$ cat src/rtl/dtc_pkg.sv
package dtc_pkg;
  localparam int BYTE_W = 8;
  localparam int ADDR_W = 3;

  typedef enum logic [1:0] {
    M_PRESC   = 2'b00,
    M_FULL    = 2'b01,
    M_RELOAD  = 2'b10,
    M_SPECIAL = 2'b11
  } tmode_e;

  typedef struct packed {
    logic   gate;
    logic   cnt_sel;
    tmode_e mode;
  } tcfg_t;

  localparam logic [ADDR_W-1:0] A_CFG  = 3'd0;
  localparam logic [ADDR_W-1:0] A_CTRL = 3'd1;
  localparam logic [ADDR_W-1:0] A_LO0  = 3'd2;
  localparam logic [ADDR_W-1:0] A_HI0  = 3'd3;
  localparam logic [ADDR_W-1:0] A_LO1  = 3'd4;
  localparam logic [ADDR_W-1:0] A_HI1  = 3'd5;
endpackage

$ cat src/rtl/dtc_edge.sv
module dtc_edge #(
  parameter int N = 2
) (
  input  logic         clk,
  input  logic         rst_n,
  input  logic         tick,
  input  logic [N-1:0] pin,
  output logic [N-1:0] fall
);
  for (genvar i = 0; i < N; i++) begin : g_smp
    logic smp_q;
    logic smp_n;

    always_comb begin
      smp_n = tick ? pin[i] : smp_q;
    end

    always_ff @(posedge clk or negedge rst_n) begin
      if (!rst_n) smp_q <= 1'b0;
      else        smp_q <= smp_n;
    end

    assign fall[i] = tick & smp_q & ~pin[i];
  end
endmodule

$ cat src/rtl/dtc_core.sv
module dtc_core
  import dtc_pkg::*;
#(
  parameter int W        = 8,
  parameter int PRE      = 5,
  parameter bit SPLIT_OK = 1'b1
) (
  input  logic         clk,
  input  logic         rst_n,
  input  logic         tick,
  input  tcfg_t        cfg,
  input  logic         run,
  input  logic         gate_pin,
  input  logic         fall,
  input  logic         run_alt,
  input  logic         wr_lo,
  input  logic         wr_hi,
  input  logic [W-1:0] wr_data,
  output logic [W-1:0] lo_q,
  output logic [W-1:0] hi_q,
  output logic         ovf_main,
  output logic         ovf_alt
);
  localparam logic [PRE-1:0] ONE_P = {{(PRE-1){1'b0}}, 1'b1};
  localparam logic [W-1:0]   ONE_W = {{(W-1){1'b0}}, 1'b1};
  localparam logic [2*W-1:0] ONE_D = {{(2*W-1){1'b0}}, 1'b1};

  logic [W-1:0] lo_n, hi_n;
  logic en, step, split_act, inc, alt_inc, upd;

  always_comb begin
    en        = run & (~cfg.gate | gate_pin);
    step      = cfg.cnt_sel ? fall : tick;
    split_act = SPLIT_OK & (cfg.mode == M_SPECIAL);
    inc       = en & step & ~(split_act ? wr_lo : (wr_lo | wr_hi));
    alt_inc   = split_act & tick & run_alt & ~wr_hi;
    upd       = tick | wr_lo | wr_hi;
  end

  always_comb begin
    lo_n     = lo_q;
    hi_n     = hi_q;
    ovf_main = 1'b0;
    ovf_alt  = 1'b0;
    case (cfg.mode)
      M_PRESC: if (inc) begin
        lo_n[PRE-1:0] = lo_q[PRE-1:0] + ONE_P;
        if (&lo_q[PRE-1:0]) begin
          hi_n     = hi_q + ONE_W;
          ovf_main = &hi_q;
        end
      end
      M_FULL: if (inc) begin
        {hi_n, lo_n} = {hi_q, lo_q} + ONE_D;
        ovf_main     = &{hi_q, lo_q};
      end
      M_RELOAD: if (inc) begin
        if (&lo_q) begin
          lo_n     = hi_q;
          ovf_main = 1'b1;
        end else begin
          lo_n = lo_q + ONE_W;
        end
      end
      default: if (split_act) begin
        if (inc) begin
          lo_n     = lo_q + ONE_W;
          ovf_main = &lo_q;
        end
        if (alt_inc) begin
          hi_n    = hi_q + ONE_W;
          ovf_alt = &hi_q;
        end
      end
    endcase
    if (wr_lo) lo_n = wr_data;
    if (wr_hi) hi_n = wr_data;
  end

  always_ff @(posedge clk or negedge rst_n) begin
    if (!rst_n) begin
      lo_q <= '0;
      hi_q <= '0;
    end else if (upd) begin
      lo_q <= lo_n;
      hi_q <= hi_n;
    end
  end


  wr_lo_prio_chk: assert property (@(posedge clk) disable iff (!rst_n)
    wr_lo |=> lo_q == $past(wr_data));


  stopped_hold_chk: assert property (@(posedge clk) disable iff (!rst_n)
    (!run && !wr_lo && !wr_hi && !split_act) |=> ($stable(lo_q) && $stable(hi_q)));


  reload_chk: assert property (@(posedge clk) disable iff (!rst_n)
    (cfg.mode == M_RELOAD && ovf_main && !wr_lo) |=> lo_q == $past(hi_q));

  if (!SPLIT_OK) begin : g_freeze_chk

    freeze_chk: assert property (@(posedge clk) disable iff (!rst_n)
      (cfg.mode == M_SPECIAL && !wr_lo && !wr_hi) |=> ($stable(lo_q) && $stable(hi_q)));
  end
endmodule

$ cat src/rtl/dtc_top.sv
module dtc_top
  import dtc_pkg::*;
#(
  parameter int PRE = 5
) (
  input  logic              clk,
  input  logic              rst_n,
  input  logic              tick,
  input  logic              wr_en,
  input  logic [ADDR_W-1:0] wr_addr,
  input  logic [BYTE_W-1:0] wr_data,
  input  logic [ADDR_W-1:0] rd_addr,
  output logic [BYTE_W-1:0] rd_data,
  input  logic [1:0]        cnt_in,
  input  logic [1:0]        gate_in,
  input  logic [1:0]        irq_ack,
  output logic [1:0]        ovf_flag
);
  localparam int NT    = 2;
  localparam int CFG_W = $bits(tcfg_t);

  logic [1:0] rs_q;
  logic       rst_s;

  always_ff @(posedge clk or negedge rst_n) begin
    if (!rst_n) rs_q <= 2'b00;
    else        rs_q <= {rs_q[0], 1'b1};
  end
  assign rst_s = rs_q[1];

  logic [NT*CFG_W-1:0] cfg_q, cfg_n;
  logic [NT-1:0]       run_q, run_n, flag_q, flag_n, set;
  logic [NT-1:0]       fall, ovf_main, ovf_alt;
  logic [BYTE_W-1:0]   lo_q [NT];
  logic [BYTE_W-1:0]   hi_q [NT];
  tcfg_t               cfg  [NT];
  logic                wr_cfg, wr_ctrl, split0;

  assign wr_cfg  = wr_en && (wr_addr == A_CFG);
  assign wr_ctrl = wr_en && (wr_addr == A_CTRL);

  dtc_edge #(.N(NT)) u_edge (
    .clk(clk), .rst_n(rst_s), .tick(tick), .pin(cnt_in), .fall(fall)
  );

  for (genvar i = 0; i < NT; i++) begin : g_tmr
    logic wr_lo, wr_hi;
    assign cfg[i] = tcfg_t'(cfg_q[i*CFG_W +: CFG_W]);
    assign wr_lo  = wr_en && (wr_addr == ((i == 0) ? A_LO0 : A_LO1));
    assign wr_hi  = wr_en && (wr_addr == ((i == 0) ? A_HI0 : A_HI1));

    dtc_core #(.W(BYTE_W), .PRE(PRE), .SPLIT_OK(i == 0)) u_core (
      .clk(clk), .rst_n(rst_s), .tick(tick), .cfg(cfg[i]), .run(run_q[i]),
      .gate_pin(gate_in[i]), .fall(fall[i]), .run_alt(run_q[1]),
      .wr_lo(wr_lo), .wr_hi(wr_hi), .wr_data(wr_data),
      .lo_q(lo_q[i]), .hi_q(hi_q[i]),
      .ovf_main(ovf_main[i]), .ovf_alt(ovf_alt[i])
    );
  end

  always_comb begin
    split0 = (cfg[0].mode == M_SPECIAL);
    set[0] = ovf_main[0];
    set[1] = split0 ? ovf_alt[0] : (ovf_main[1] | ovf_alt[1]);
    flag_n = set | (flag_q & ~irq_ack);
    cfg_n  = wr_cfg  ? wr_data[NT*CFG_W-1:0] : cfg_q;
    run_n  = wr_ctrl ? wr_data[NT-1:0]       : run_q;
  end

  always_ff @(posedge clk or negedge rst_s) begin
    if (!rst_s) begin
      cfg_q  <= '0;
      run_q  <= '0;
      flag_q <= '0;
    end else begin
      cfg_q  <= cfg_n;
      run_q  <= run_n;
      flag_q <= flag_n;
    end
  end

  always_comb begin
    case (rd_addr)
      A_CFG:   rd_data = cfg_q;
      A_CTRL:  rd_data = {4'b0000, flag_q, run_q};
      A_LO0:   rd_data = lo_q[0];
      A_HI0:   rd_data = hi_q[0];
      A_LO1:   rd_data = lo_q[1];
      A_HI1:   rd_data = hi_q[1];
      default: rd_data = '0;
    endcase
  end

  assign ovf_flag = flag_q;


  flag_set_chk: assert property (@(posedge clk) disable iff (!rst_s)
    (|set) |=> ((ovf_flag & $past(set)) == $past(set)));


  flag_clr_chk: assert property (@(posedge clk) disable iff (!rst_s)
    (irq_ack[0] && !set[0]) |=> !ovf_flag[0]);


  ctrl_wr_chk: assert property (@(posedge clk) disable iff (!rst_s)
    wr_ctrl |=> run_q == $past(wr_data[NT-1:0]));
endmodule

$ cat config.mk
export PLATFORM = sky130hd
export DESIGN_NAME = dtc_top
export DESIGN_NICKNAME = d
export VERILOG_FILES = /design/src/rtl/dtc_pkg.sv /design/src/rtl/dtc_edge.sv /design/src/rtl/dtc_core.sv /design/src/rtl/dtc_top.sv
export SDC_FILE = /design/constraint.sdc
export NUM_CORES = 1
export LEC_CHECK = 0
export ABC_CLOCK_PERIOD_IN_PS = 2600
export BUFFER_PORTS_ARGS = -buffer_cell sky130_fd_sc_hd__buf_2
export CORE_MARGIN = 8
export CORE_UTILIZATION = 43
export DETAILED_ROUTE_END_ITERATION = 6
export GPL_ROUTABILITY_DRIVEN = 0
export PLACE_DENSITY = 0.7
export SLEW_MARGIN = 20
export SYNTH_ARGS = -nofsm -noshare
export SYNTH_HDL_FRONTEND = slang
export SYNTH_SLANG_ARGS = --single-unit
$ cat constraint.sdc
create_clock -name clk -period 2.6 [get_ports clk]
set_clock_uncertainty 0.2 [all_clocks]
set_input_delay 0.52 -clock clk [delete_from_list [all_inputs] [get_ports clk]]
set_output_delay 0.52 -clock clk [all_outputs]
set_load 0.05 [all_outputs]
; Yosys cells after proc, flatten, opt, wreduce, memory -nomap -nowiden
; Cells that the tools add are included.
; Widths: inputs -> output; s select.
[totals]
word_cells = 159
input_bits = 24
regBits = 48
[classes]
n_eq_ne = 26
n_reduce_logical = 33
add_sub_neg = 8
muxes = 49
bitwise_logic = 31
[op_table]
columns = op, count
row1 = $mux 8, 20
row2 = $pmux 8 s6, 1
row3 = $add 16x1->16 const B, 2
row4 = $add 8x1->8 const B, 4
row5 = $reduce_and 16->1, 2
row6 = $reduce_and 8->1, 4
row7 = $pmux 5 s3, 2
row8 = $ne 3x1->1 const B, 9
row9 = $pmux 8 s3, 1
row10 = $reduce_and 5->1, 4
row11 = $mux 1, 18
row12 = $pmux 8 s2, 1
row13 = $reduce_bool 4->1, 4
row14 = $and 1x1->1, 13
row15 = $eq 3x2->1 const B, 4
row16 = $eq 3x3->1 const B, 4
row17 = $add 5x1->5 const B, 2
row18 = $mux 5, 2
row19 = $pmux 3 s3, 1
row20 = $or 1x1->1, 8
row21 = $reduce_and 4->1, 2
row22 = $not 1->1, 7
row23 = $reduce_and 7->1, 1
row24 = $eq 2x2->1 const B, 3
row25 = 16 further kinds, 28

; Longest topological paths before layout
; Gate-level depths: netlist (run 1).
[logic_depth]
depth_word = 10
depth_mapped = 8

; By module
; A second synthesis (run 1) with hierarchy kept.
[unflattened]
cells_unflattened = 448
hier_area_um2 = 4000.1
[modules_own_cells]
columns = module, cells_each, seq_area_each_um2, area_per_inst_um2, instances
row1 = dtc_core (g_tmr[0].u_core), 180, 400.4, 1468.9, 1
row2 = dtc_core (g_tmr[1].u_core), 171, 400.4, 1453.9, 1
row3 = dtc_top, 91, 350.3, 984.7, 1
row4 = dtc_edge, 6, 50.0, 92.6, 1

; Worst setup path after synthesis (run 1)
; Ideal clock, no wire load.
[synth_timing]
path_kind = input port to output port
start = in rd_addr[0]
end = out rd_data[2]
t_arrival_ns = 2.189
slack_ns = -0.309
path_buffers = 2
path_stages = 4
cell_sequence = clkbuf_1 > buf_1 > a22oi_1 > o221ai_1
[synth_via]
elab_chain_cells = 2
word_cells_on_any_way = 7
classes_between = eq/ne: 5 / mux: 1 / reduce/logical: 1
[synth_rtl]
columns = item, line
row1 = "start, declared", dtc_top.sv:12  ; input logic [ADDR_W-1:0] rd_addr,
row2 = "$eq 3x3->1, or another cell as far along", dtc_top.sv:83  ; case (rd_addr)
row3 = $pmux 8 s6 (*), dtc_top.sv:83
row4 = "end, declared", dtc_top.sv:13  ; output logic [BYTE_W-1:0] rd_data,
; Mark *: on every way between the ends. The rest lies on a longest branch, timed or not.

; Worst setup path in the final report (run 1)
[layout_timing]
start = reg cfg_q[0]
end = reg g_tmr[0].u_core.hi_q[4]
[layout_via]
elab_chain_cells = 6
word_cells_on_any_way = 19
classes_between = eq/ne: 7 / mux: 3 / bitwise: 5 / reduce/logical: 4
[layout_rtl]
columns = item, line
row1 = "start, declared", dtc_top.sv:31  ; logic [NT*CFG_W-1:0] cfg_q, cfg_n;
row2 = "start signal, assigned", dtc_top.sv:76  ; cfg_q <= cfg_n;
row3 = $eq 2x2->1, dtc_core.sv:34  ; split_act = SPLIT_OK & (cfg.mode == M_SPECIAL);
row4 = $and 1x1->1 / $mux 1 (equally long branches), "dtc_core.sv:36, dtc_core.sv:35"
row5 = $and 1x1->1 / $not 1->1 (equally long branches), "dtc_core.sv:36, dtc_core.sv:35"
row6 = "$and 1x1->1, on equally long branches", "dtc_core.sv:36, dtc_core.sv:35"
row7 = $reduce_bool 4->1 (no line) / $ne 3x1->1 (equally long branches), -
row8 = $reduce_and 7->1 (no line), -
row9 = "end signal, assigned", dtc_core.sv:86  ; hi_q <= hi_n;
row10 = "end, declared", dtc_core.sv:20  ; output logic [W-1:0] hi_q,
; Parallel ways exist; a longest one is shown, timed or not.
; A chain may end at the register's enable or synchronous reset.

==> impl_metrics.csv, run 1 <==
group,metric,value,unit
run_status,status,"finished, violations left",
run_status,violations,"negative hold slack",
timing,min_period,2460,ps
cts,clk_pin_slew,100,ps
route,first_pass_iters,5,
synth,yosysSeqAreaShare,0.323,
floorplanning,chipHeight,109,um
timing,tightest_slew,538,ps
route,finalWirelength,12300,um
layout,design_area,4370,um^2
floorplanning,num_io_pins,34,
grt,grt_pass1_wl,20000,um
critical_path,arrival,2490,ps
timing,timing.final.hold_violations,4,
route,drc,0,
cts,htreeDepth,2,
cts,cts_tree,"yes",
layout,utilization,0.511,
synth,synth_edf_count,0,
layout,n_antenna_cell,0,
floorplanning,coreArea,8550,um^2
grt,track_usage,0.216,
floorplanning,dieWidth,109,um
synth,yosysMostFrequentCell,"dfrtp_1",
critical_path,end_kind,"flip-flop",
timing,slew_headroom,0.639,
critical_path,worstSetupPathType,"reg2reg",
layout,syn2layout_area_growth,17.6,%
synth,syn-num-nets,475,
route,dr_total_vias,3852,
grt,grt_max_degree,21,
cts,clockBufferDepth,2,
placed_design,portBuffers,33,
cts,cts-buffers-inserted,5,
synth,yosys.area.top_type_share,0.323,
pwr,power_density,876,nW/um^2
critical_path,critical_path.max_fanout,8,
synth,syn_area,3720,um^2
layout,num-fill-cells,784,
synth,netlist_instances,437,
grt,grt_overflow,0,
synth,syn_avg_cell_area,8.50,um^2
cts,clock-sinks,48,
cts,clkLatencyLatePin,310,ps
pwr,peakVddDrop,0.457,mV
synth,yosys-top-cells-count,"48 x dfrtp_1, 46 x nand2_1, 33 x o21ai_0",
critical_path,crit_required,2640,ps
timing,holdWs,-1.32,ps
route,drt_iter0_markers,300,
timing,fmax,407,MHz
placed_design,dp_hpwl,9490,um
synth,synth.largest_area_cell,"dfrtp_1",
timing,timing.final.crit_share,0.945,
critical_path,startpoint_type,"flip-flop",
placed_design,placed_cell_area,4230,um^2
grt,antenna_found_initial,0,
synth,synthArstFlopShare,1.00,
timing,final-setup-viol-count,0,
timing,rsz0062_at_grt,"no",
layout,drive_gt1_frac,0.221,
synth,yosys-top-cells-area,"dfrtp_1 32%, ha_1 4.7%, nand2_1 4.6%",
floorplanning,initial_core_util,0.435,
synth,yosys_warnings,0,
route,ant_nets,0,
hold_path,hold_class,"reg2async",
route,avgRoutedWirePerCell,20.6,um
timing,slew_violations,0,
floorplanning,fp-row-count,34,
synth,ys_ff_latch,48,
layout,nets,526,
pwr,power.leakage,1.80,nW
floorplanning,die_area,11900,um^2
run,cap_violations,0,
cts,root_buffer,"clkbuf_8",
synth,yosys_most_used_dff,"dfrtp_1",
route,vias_per_cell,6.45,
synth,ys_types,72,
grt,grt_pass1_vias,3803,
-- layer usage --
layer,part of all wire,up-vias,global-route usage
met1,0.44,1855,0.285
met2,0.46,186,0.344
met4,0.031,0,0.0899
met5,0,-,0
li1,-,1777,-
met3,0.075,34,0.0343
-- worst paths after layout --
kind | startpoint | endpoint | slack [ps] | depth (start not counted)
min in group clk | rs_q[0] | rs_q[1] | 160 | 0
worst min register to register | rs_q[1] | run_q[0] | -1 | 0
max in group asynchronous | rs_q[1] | g_tmr[0].u_core.lo_q[6] | 1580 | 1
worst max register to register | cfg_q[0] | g_tmr[0].u_core.hi_q[4] | 140 | 8
worst min-delay path | rs_q[1] | run_q[0] | -1 | 0
worst max-delay path | cfg_q[0] | g_tmr[0].u_core.hi_q[4] | 140 | 8
-- logic make-up (layout without fill, tap and decap cells) --
logic type               after synthesis  after routing  synth area share
XOR/XNOR                               9              9            0.0212
AO/OA/AOI/OAI                        133            133             0.255
adder cells (fa/ha/maj)               14             14            0.0471
buffers and inverters                 47             99            0.0498
multiplexers                          22             22            0.0687
AND/OR/NAND/NOR                      163            163             0.234
flip-flops                            48             48             0.323
other                                  1              1           0.00101
-- layout by cell type (no fill, tap or decap), types with 6 or more instances in the layout --
cell      count
o31ai_1       6
mux2_2        8
o22ai_1       6
o21ai_0      33
inv_1        21
a22oi_1       6
ha_1         14
clkbuf_8      6
dfrtp_1      47
mux2i_1      12
buf_2        33
a31oi_1       9
a21oi_1      17
nand4_1      11
nor2_1       28
and4_1        6
buf_4        36
nand3_1      19
nor2b_1       6
nand2_1      46
-- flip-flops by register name, summed over array words and instances (netlist names) --
name and count:
cfg_q 8, g_tmr.u_core.hi_q 16, g_tmr.u_core.lo_q 16, ovf_flag 2
rs_q 2, run_q 2, u_edge.g_smp.smp_q 2
-- layout make-up --
class / instances / area, um^2 / share of cell area
multi-input cells: 342 / 2390 / 0.546
flip-flops and latches: 48 / 1200 / 0.275
repair buffers: 70 / 445 / 0.102
well taps: 108 / 135 / 0.0309
clock buffers: 6 / 82.6 / 0.0189
inverters: 21 / 78.8 / 0.0180
clock inverters: 2 / 38.8 / 0.00888
-- critical path: stages (launching register included) --
cell	delay, ps
dfrtp_1	410
inv_1	100
ha_1	260
nor2_1	180
buf_4	150
o32a_1	180
nand2_1	170
or4_1	550
a31oi_1	180
-- report_power, final --
part	total (W)	internal [W]	switching, W
clock	0.000596	0.000315	0.000281
sequential	0.00135	0.000981	0.000373
combinational	0.00188	0.000781	0.00109
-- through the flow --
| step | total power [W] | std cells | worst slack [ps] | setup TNS, ps |
|---|---|---|---|---|
| global route | 0.00408 | 597 | 29.4 | 0 |
| CTS | 0.00378 | 597 | 57.6 | 0 |
| detailed placement | 0.00318 | 588 | 72.2 | 0 |
| global placement | 0.00314 | 588 | 114 | 0 |
| floorplan | 0.00253 | 437 | -9.92 | -9.92 |
| finish | 0.00383 | 597 | 144 | 0 |
-- timing repair --
item | 4_1_cts | 5_1_grt
resized for setup | 0 | 1
setup endpoints to repair | 0 | 4
buffers inserted | 0 | 0
hold endpoints to repair | 2 | 0
hold buffers | 1 | 0
Power figures use the tool's default switching activity.
==> run 2: changes to the inputs <==
PLACE_DENSITY = default   (was 0.7)
==> run 2 against run 1 <==
The flow now finishes without violations. Maximum frequency shrank 1.5%. Final area grew 1.1%. Combinational power grew 2%. Critical path type unchanged. Largest cell class unchanged. Highest routed layer unchanged.
==> impl_metrics.csv, run 2 (synthesis results as in run 1) <==
group,metric,value,unit
floorplanning,chipHeight,109,um
placed_design,portBuffers,33,
layout,final_cell_mix,"47 x dfrtp_1, 45 x nand2_1, 43 x buf_4, 33 x o21ai_0, 33 x buf_2",
route,wl_met3,1050,um
critical_path,startpoint_type,"flip-flop",
route,drc,0,
route,avgRoutedWirePerCell,20.9,um
route,wl_met2,5450,um
grt,antenna_found_initial,0,
layout,syn2layout_area_growth,18.9,%
cts,clkLatencyLatePin,320,ps
timing,slew_violations,0,
route,topRoutingLayerUsed,"met4",
critical_path,crit_chain,"ha_1 > and3_1 > ha_1 > inv_1 > a221oi_2 > o211ai_2 > or4_1 > a31oi_1",
layout,nets,533,
floorplanning,die_area,11900,um^2
grt,grt_pass1_wl,20000,um
floorplanning,initial_core_util,0.435,
critical_path,crit_required,2640,ps
placed_design,dp_hpwl,9690,um
timing,timing.final.hold_violations,0,
timing,min_period,2490,ps
critical_path,crit_top_cell,"ha_1",
critical_path,cpLargestDelayFamily,"compound AO/OA/AOI/OAI gates",
route,met1_length,5720,um
cts,htreeDepth,2,
route,first_pass_iters,5,
timing,tightest_slew,547,ps
route,finalWirelength,12600,um
grt,grt_max_degree,19,
pwr,peakVddDrop,0.313,mV
cts,cts-buffers-inserted,5,
critical_path,crit_buf_inv,1,
critical_path,arrival,2530,ps
cts,clockBufferDepth,2,
floorplanning,coreArea,8550,um^2
grt,grt_pass1_vias,3676,
grt,grt_overflow,0,
timing,slew_headroom,0.634,
run,cap_violations,0,
floorplanning,fp-row-count,34,
pwr,power.total,0.00388,W
pwr,power.leakage,1.83,nW
timing,timing.final.crit_share,0.959,
critical_path,cp_slowest_stage_delay,500,ps
layout,n_antenna_cell,0,
layout,drive_gt1_frac,0.234,
cts,clock-sinks,48,
grt,track_usage,0.217,
floorplanning,num_io_pins,34,
timing,rsz0062_at_grt,"yes",
timing,final-setup-viol-count,0,
layout,utilization,0.517,
route,dr_total_vias,3834,
critical_path,critical_path.max_fanout,7,
run_status,status,"finished, final reports clean",
pwr,power_density,878,nW/um^2
route,vias_per_cell,6.35,
route,drt_iter0_markers,354,
critical_path,worstSetupPathType,"reg2reg",
cts,cts_tree,"yes",
critical_path,end_kind,"flip-flop",
cts,clk_pin_slew,110,ps
timing,fmax,401,MHz
hold_path,hold_class,"reg2async",
layout,reg_top3,"g_tmr.u_core.hi_q x16, g_tmr.u_core.lo_q x16, cfg_q x8",
layout,num-fill-cells,809,
cts,root_buffer,"clkbuf_8",
critical_path,slowest_stage,"or4_1",
route,ant_nets,0,
layout,final_common_cell,"dfrtp_1",
floorplanning,dieWidth,109,um
-- run 2: cell types whose count changed in the layout (fill, tap and decap cells not counted), sizes merged --
cell / delta
buf: +7
clkbuf: -1
clkinv: -1
clkinvlp: +1
inv: +1
-- run 2: stage by stage --
| step | setup slack (ps) | hold slack (ps) | cell area (um^2) | cells | setup TNS (ps) |
|---|---|---|---|---|---|
| after detailed placement | 51.0 | 12.2 | 4260 | 592 | 0 |
| final | 107 | 4.57 | 4420 | 604 | 0 |
| after global placement | 99.1 | 13.8 | 4260 | 592 | 0 |
| after floorplan | -9.92 | 24.4 | 3760 | 437 | -9.92 |
| after CTS | 0.620 | 18.0 | 4390 | 601 | 0 |
| after global routing | -22.7 | 53.1 | 4420 | 604 | -22.7 |
-- run 2: final timing paths --
kind	start	to	slack, ps	cells past startpoint
min in group clk	rs_q[0]	rs_q[1]	160	0
hold reg to reg	rs_q[1]	g_tmr[0].u_core.lo_q[1]	5	0
hold / removal	rs_q[1]	g_tmr[0].u_core.lo_q[1]	5	0
setup / recovery	g_tmr[0].u_core.lo_q[0]	g_tmr[0].u_core.hi_q[5]	110	8
max in group asynchronous	rs_q[1]	g_tmr[1].u_core.lo_q[0]	1590	1
setup reg to reg	g_tmr[0].u_core.lo_q[0]	g_tmr[0].u_core.hi_q[5]	110	8
-- run 2: timing repair --
| action | CTS | global route |
|---|---|---|
| gates resized for setup | 0 | 2 |
| endpoints found under the setup margin | 0 | 6 |
| hold buffers | 1 | 0 |
| hold endpoints to repair | 2 | 0 |
| buffers inserted | 0 | 3 |
-- run 2: per-layer routing --
layer / vias to the layer above / global-route usage
met1: 1842 / 0.302
met3: 31 / 0.0414
met4: 0 / 0.0792
li1: 1772 / -
met2: 189 / 0.328
met5: - / 0
-- run 2: layout make-up --
| class | count | area (um^2) | area share |
|---|---|---|---|
| inverter | 21 | 78.8 | 0.0178 |
| multi-input combinational | 342 | 2390 | 0.541 |
| clock buffer | 5 | 68.8 | 0.0156 |
| clock inverter | 3 | 46.3 | 0.0105 |
| sequential | 48 | 1200 | 0.272 |
| tap | 108 | 135 | 0.0306 |
| timing repair buffer | 77 | 498 | 0.113 |
-- run 2: power breakdown --
group | leakage [nW] | switching, W | internal (W) | total (W)
combinational | 1.21 | 0.00109 | 0.000825 | 0.00192
sequential | 0.562 | 0.000380 | 0.000980 | 0.00136
clock | 0.0548 | 0.000310 | 0.000291 | 0.000600
total | 1.83 | 0.00178 | 0.00210 | 0.00388
